[src/rtl/baud_pkg.sv]
package baud_pkg;
  localparam int unsigned PRE_SEL_W  = 2;
  localparam int unsigned RATE_SEL_W = 3;
  localparam int unsigned OVS_RATIO  = 16;
  localparam int unsigned PRE_CNT_W  = 4;

  typedef enum logic [PRE_SEL_W-1:0] {
    PRE_DIV1  = 2'd0,
    PRE_DIV3  = 2'd1,
    PRE_DIV4  = 2'd2,
    PRE_DIV13 = 2'd3
  } pre_sel_e;

  function automatic logic [PRE_CNT_W-1:0] pre_last(pre_sel_e sel);
    case (sel)
      PRE_DIV1:  pre_last = PRE_CNT_W'(0);
      PRE_DIV3:  pre_last = PRE_CNT_W'(2);
      PRE_DIV4:  pre_last = PRE_CNT_W'(3);
      default:   pre_last = PRE_CNT_W'(12);
    endcase
  endfunction
endpackage

[src/rtl/baud_prescaler.sv]
module baud_prescaler
  import baud_pkg::*;
(
  input  logic     clk_i,
  input  logic     rst_ni,
  input  logic     clr_i,
  input  pre_sel_e sel_i,
  output logic     tick_o
);
  logic [PRE_CNT_W-1:0] cnt_q;
  logic [PRE_CNT_W-1:0] last;

  assign last   = pre_last(sel_i);
  assign tick_o = (cnt_q == last);

  always_ff @(posedge clk_i or negedge rst_ni) begin
    if (!rst_ni)     cnt_q <= '0;
    else if (clr_i)  cnt_q <= '0;
    else if (tick_o) cnt_q <= '0;
    else             cnt_q <= cnt_q + 1'b1;
  end
endmodule

[src/rtl/baud_pow2_div.sv]
module baud_pow2_div #(
  parameter int unsigned SEL_W = 3
) (
  input  logic             clk_i,
  input  logic             rst_ni,
  input  logic             clr_i,
  input  logic             en_i,
  input  logic [SEL_W-1:0] sel_i,
  output logic             tick_o
);
  localparam int unsigned CW = (2**SEL_W) - 1;

  logic [CW-1:0] cnt_q;
  logic [CW-1:0] lim;

  // lim = 2^sel - 1
  assign lim    = ~({CW{1'b1}} << sel_i);
  assign tick_o = en_i && (cnt_q == lim);

  always_ff @(posedge clk_i or negedge rst_ni) begin
    if (!rst_ni)     cnt_q <= '0;
    else if (clr_i)  cnt_q <= '0;
    else if (tick_o) cnt_q <= '0;
    else if (en_i)   cnt_q <= cnt_q + 1'b1;
  end
endmodule

[src/rtl/baud_fixed_div.sv]
module baud_fixed_div #(
  parameter int unsigned RATIO = 16
) (
  input  logic clk_i,
  input  logic rst_ni,
  input  logic clr_i,
  input  logic en_i,
  output logic tick_o
);
  generate
    if (RATIO <= 1) begin : g_pass
      assign tick_o = en_i;
    end else begin : g_div
      localparam int unsigned CW = $clog2(RATIO);
      localparam logic [CW-1:0] LAST = CW'(RATIO - 1);
      logic [CW-1:0] cnt_q;

      assign tick_o = en_i && (cnt_q == LAST);

      always_ff @(posedge clk_i or negedge rst_ni) begin
        if (!rst_ni)     cnt_q <= '0;
        else if (clr_i)  cnt_q <= '0;
        else if (tick_o) cnt_q <= '0;
        else if (en_i)   cnt_q <= cnt_q + 1'b1;
      end
    end
  endgenerate
endmodule

[src/rtl/baud_chain.sv]
module baud_chain
  import baud_pkg::*;
(
  input  logic                  clk_i,
  input  logic                  rst_ni,
  input  logic                  cfg_we_i,
  input  logic [PRE_SEL_W-1:0]  cfg_pre_i,
  input  logic [RATE_SEL_W-1:0] cfg_rate_i,
  output logic                  rx_tick_o,
  output logic                  tx_tick_o
);
  pre_sel_e              pre_q;
  logic [RATE_SEL_W-1:0] rate_q = '0;
  logic                  pre_tick;

  always_ff @(posedge clk_i or negedge rst_ni) begin
    if (!rst_ni)       pre_q <= PRE_DIV1;
    else if (cfg_we_i) pre_q <= pre_sel_e'(cfg_pre_i);
  end

  // rate select survives reset
  always_ff @(posedge clk_i) begin
    if (cfg_we_i) rate_q <= cfg_rate_i;
  end

  baud_prescaler u_pre (
    .clk_i  (clk_i),
    .rst_ni (rst_ni),
    .clr_i  (cfg_we_i),
    .sel_i  (pre_q),
    .tick_o (pre_tick)
  );

  baud_pow2_div #(.SEL_W(RATE_SEL_W)) u_rate (
    .clk_i  (clk_i),
    .rst_ni (rst_ni),
    .clr_i  (cfg_we_i),
    .en_i   (pre_tick),
    .sel_i  (rate_q),
    .tick_o (rx_tick_o)
  );

  baud_fixed_div #(.RATIO(OVS_RATIO)) u_ovs (
    .clk_i  (clk_i),
    .rst_ni (rst_ni),
    .clr_i  (cfg_we_i),
    .en_i   (rx_tick_o),
    .tick_o (tx_tick_o)
  );
endmodule

[config.mk]
export PLATFORM = sky130hd
export DESIGN_NAME = baud_chain
export DESIGN_NICKNAME = d
export VERILOG_FILES = /design/src/rtl/baud_pkg.sv /design/src/rtl/baud_prescaler.sv /design/src/rtl/baud_pow2_div.sv /design/src/rtl/baud_fixed_div.sv /design/src/rtl/baud_chain.sv
export SDC_FILE = /design/constraint.sdc
export NUM_CORES = 1
export LEC_CHECK = 0
export BUFFER_PORTS_ARGS = -buffer_cell sky130_fd_sc_hd__buf_2
export CELL_PAD_IN_SITES_DETAIL_PLACEMENT = 1
export CELL_PAD_IN_SITES_GLOBAL_PLACEMENT = 1
export CORE_AREA = 2 2 59 61
export CTS_CLUSTER_DIAMETER = 80
export CTS_CLUSTER_SIZE = 16
export DETAILED_ROUTE_END_ITERATION = 7
export DIE_AREA = 0 0 61 63
export PLACE_DENSITY = 0.78
export SLEW_MARGIN = 20
export SYNTH_ARGS = -nofsm -noshare
export SYNTH_HDL_FRONTEND = slang
export SYNTH_SLANG_ARGS = --single-unit
[constraint.sdc]
create_clock -name clk_i -period 2.1 [get_ports clk_i]
set_input_delay 0.315 -clock clk_i [delete_from_list [all_inputs] [get_ports clk_i]]
set_output_delay 0.315 -clock clk_i [all_outputs]
set_load 0.02 [all_outputs]
==> results.py <==
metrics = {
    "sta": {
        "fin_skew_ns": 0.007237,
        "rsz0062_at_grt": "yes",
        "setup_violations": 8,
        "fin_tns_setup_ns": -0.8956,
        "slew_headroom_pct": 64.72,
        "max_freq_ghz": 0.4071,
        "timing.final.crit_share_pct": 117.0,
        "post-route-min-period_ns": 2.457,
        "worst_slew_pin_slew_ns": 0.5292,
        "fin_ws_ns": -0.3566,
        "hold_viol_final": 0,
        "drv_slew": 0,
    },
    "power_and_ir_drop": {
        "peakVddDrop_mv": 0.4346,
        "leakagePower_nw": 0.6830,
        "p_per_area_mw_per_mm2": 684.4,
        "power_w": 0.001099,
    },
    "route": {
        "wl_um": 3350,
        "post-route-drc-count": 0,
        "post_drt_wl_per_cell_um": 17.09,
        "vias": 1065,
        "antenna_left": 0,
        "drt_iter0_markers": 29,
        "drt_first_pass_iters": 6,
        "vias_per_cell": 5.434,
    },
    "clocking": {
        "cts_tree": "done",
        "numCtsBuffers": 3,
        "htreeDepth": 1,
        "clk_latency_ns": 0.29,
        "clockBufferDepth": 2,
        "cts_sinks": 20,
        "clockRootBuffer": "clkbuf_4",
        "cts.clk_slew.worst_paths_ns": 0.12,
    },
    "place": {
        "dp_hpwl_um": 2433,
        "place_ws_ns": -0.1657,
        "placed_cell_area_sq_mm": 0.001459,
        "port_buffers": 9,
        "gp_congestion": 0.7892,
    },
    "synth": {
        "synth-seq-cells": 20,
        "yosysSeqAreaShare_pct": 41.41,
        "ys_async_sr_fraction_pct": 85.00,
        "synth-edff-count": 3,
        "synth_ff_type": "dfrtp_1",
        "syn_avg_cell_area_sq_um": 10.29,
        "synthDistinctLibCells": 46,
        "netlist_instances": 121,
        "syn-cell-area_sq_mm": 0.001245,
        "ys_warn_count": 0,
        "synth_nets": 134,
    },
    "floorplanning": {
        "design.core.area_sq_mm": 0.003232,
        "die_h_um": 63,
        "io_pins": 10,
        "dieArea_sq_mm": 0.003843,
        "start_util_pct": 38.52,
        "num_rows": 21,
        "die_width_um": 61,
    },
    "finish": {
        "nFillCells": 362,
        "drive_above_1_share_pct": 36.00,
        "syn_to_final_growth_pct": 28.94,
        "diodes": 0,
        "layout_common_cells": "buf_4 (18), dfrtp_1 (17), nor2_1 (10)",
        "final_nets": 164,
        "postLayoutCellArea_sq_mm": 0.001605,
        "mostFrequentLayoutCell": "buf_4",
    },
    "flow_run": {
        "maxCapViolations": 0,
    },
    "setup_path": {
        "critPathLaunchType": "flip-flop",
        "required_ns": 1.78,
        "critical_path.endpoint_type": "output port",
        "critPathKind": "reg2out",
        "arrival_ns": 2.14,
        "worst-path-max-fanout": 3,
    },
    "grt": {
        "grt_start_max_net_pins": 26,
        "grt-ovfl-total": 0,
        "grt_pass1_wl_um": 5444,
        "grt_usage_pct": 18.93,
        "antenna_found_initial": 0,
        "grt_pass1_vias": 1131,
    },
    "outcome": {
        "status": "finished with violations",
        "violations": "negative setup slack",
    },
    "min_path": {
        "hp-class": "in2reg",
    },
}
-- kinds of logic (layout without fill, tap and decap cells) --
kind of cell	count (synthesis)	in the layout	synth area share (%)
xor gates and xnor gates	10	10	7.036
DFF	20	20	41.41
muxes	2	2	1.809
AOI/OAI and AO/OA	28	28	17.79
adders and majority gates	6	6	5.829
buffers and inverters	9	38	3.919
and+or+nand+nor	46	46	22.21
-- worst max-delay path, cell delays in order, from the launching register on --
cell and delay (ns):
dfrtp_1 0.42, ha_2 0.18, or3_4 0.34, a211oi_4 0.26, nor4b_4 0.28, and4_4 0.26, buf_6 0.11
-- sequential cells by signal, indices dropped and copies added, names as in the netlist --
| register | count |
|---|---|
| pre_q | 2 |
| rate_q | 3 |
| u_ovs.g_div.cnt_q | 4 |
| u_pre.cnt_q | 4 |
| u_rate.cnt_q | 7 |
-- routing by layer --
metal | vias up | wire (um) | GRT usage [%]
met5 | - | 0 | 0
met4 | 0 | 23 | 3.804
met3 | 4 | 60 | 2.070
met2 | 13 | 1855 | 33.33
met1 | 541 | 1411 | 24.35
li1 | 507 | - | -
-- report_power, final --
part	leakage [nW]	switching [W]	internal [W]
Sequential	0.260	0.0000365	0.000429
Combinational	0.407	0.000233	0.000212
Clock	0.0154	0.000119	0.0000690
-- final cells by class --
| type | instances | area (sq um) | share of cell area, % |
|---|---|---|---|
| tap | 46 | 57.56 | 3.585 |
| sequential | 20 | 515.5 | 32.11 |
| timing repair buffer | 30 | 225.2 | 14.03 |
| clock inverter | 1 | 3.754 | 0.2338 |
| inverter | 4 | 15.01 | 0.9353 |
| multi-input combinational | 92 | 765.7 | 47.70 |
| clock buffer | 3 | 22.52 | 1.403 |
-- per-stage QoR --
stage / instances / utilization (%) / hold slack (ns)
2_1_floorplan: 121 / - / 0.01941
4_1_cts: 196 / 47.62 / 0.1823
3_5_place_dp: 188 / 45.14 / 0.2638
6_report: 196 / 49.67 / 0.1886
3_3_place_gp: 188 / 45.14 / 0.2570
5_1_grt: 196 / 49.67 / 0.1708
-- what timing repair did --
action,CTS,global route
pin swaps,8,8
buffers inserted,3,1
setup endpoints to repair,5,16
hold endpoints to repair,17,0
gates resized for setup,6,11
hold buffers,1,0
-- path summary, 6_finish.rpt --
kind	start	end	slack, ns	depth (start not counted)
max in group asynchronous	rst_ni	u_rate.cnt_q[1]	1.35	2
hold / removal	cfg_rate_i[1]	rate_q[1]	0.19	1
setup reg to reg	pre_q[1]	u_rate.cnt_q[0]	-0.09	7
setup / recovery	pre_q[1]	tx_tick_o	-0.36	6
hold reg to reg	u_pre.cnt_q[0]	u_pre.cnt_q[0]	0.53	1
min in group asynchronous	rst_ni	pre_q[0]	0.46	2
-- synthesized netlist by cell type (all sizes together) (2+ instances only) --
master	count	area [sq um]
mux2	2	22.52
nor4b	2	32.53
buf	2	22.52
nand2b	2	12.51
xor2	7	61.31
nand2	4	15.01
edfxtp	3	90.09
a21oi	4	20.02
nand4b	2	17.52
nor2	11	43.80
a31oi	2	27.53
ha	5	62.56
and3	3	18.77
nand3	5	25.02
xnor2	3	26.28
nor3	5	25.02
dfrtp	17	425.4
nand4	2	12.51
o21ai	6	41.29
o22ai	2	12.51
inv	4	15.01
clkbuf	3	11.26
o2111ai	3	26.28
or4	2	18.77
and2	2	12.51
o31ai	3	22.52
a211oi	2	20.02
or2	2	15.02
Power figures use the tool's default switching activity.
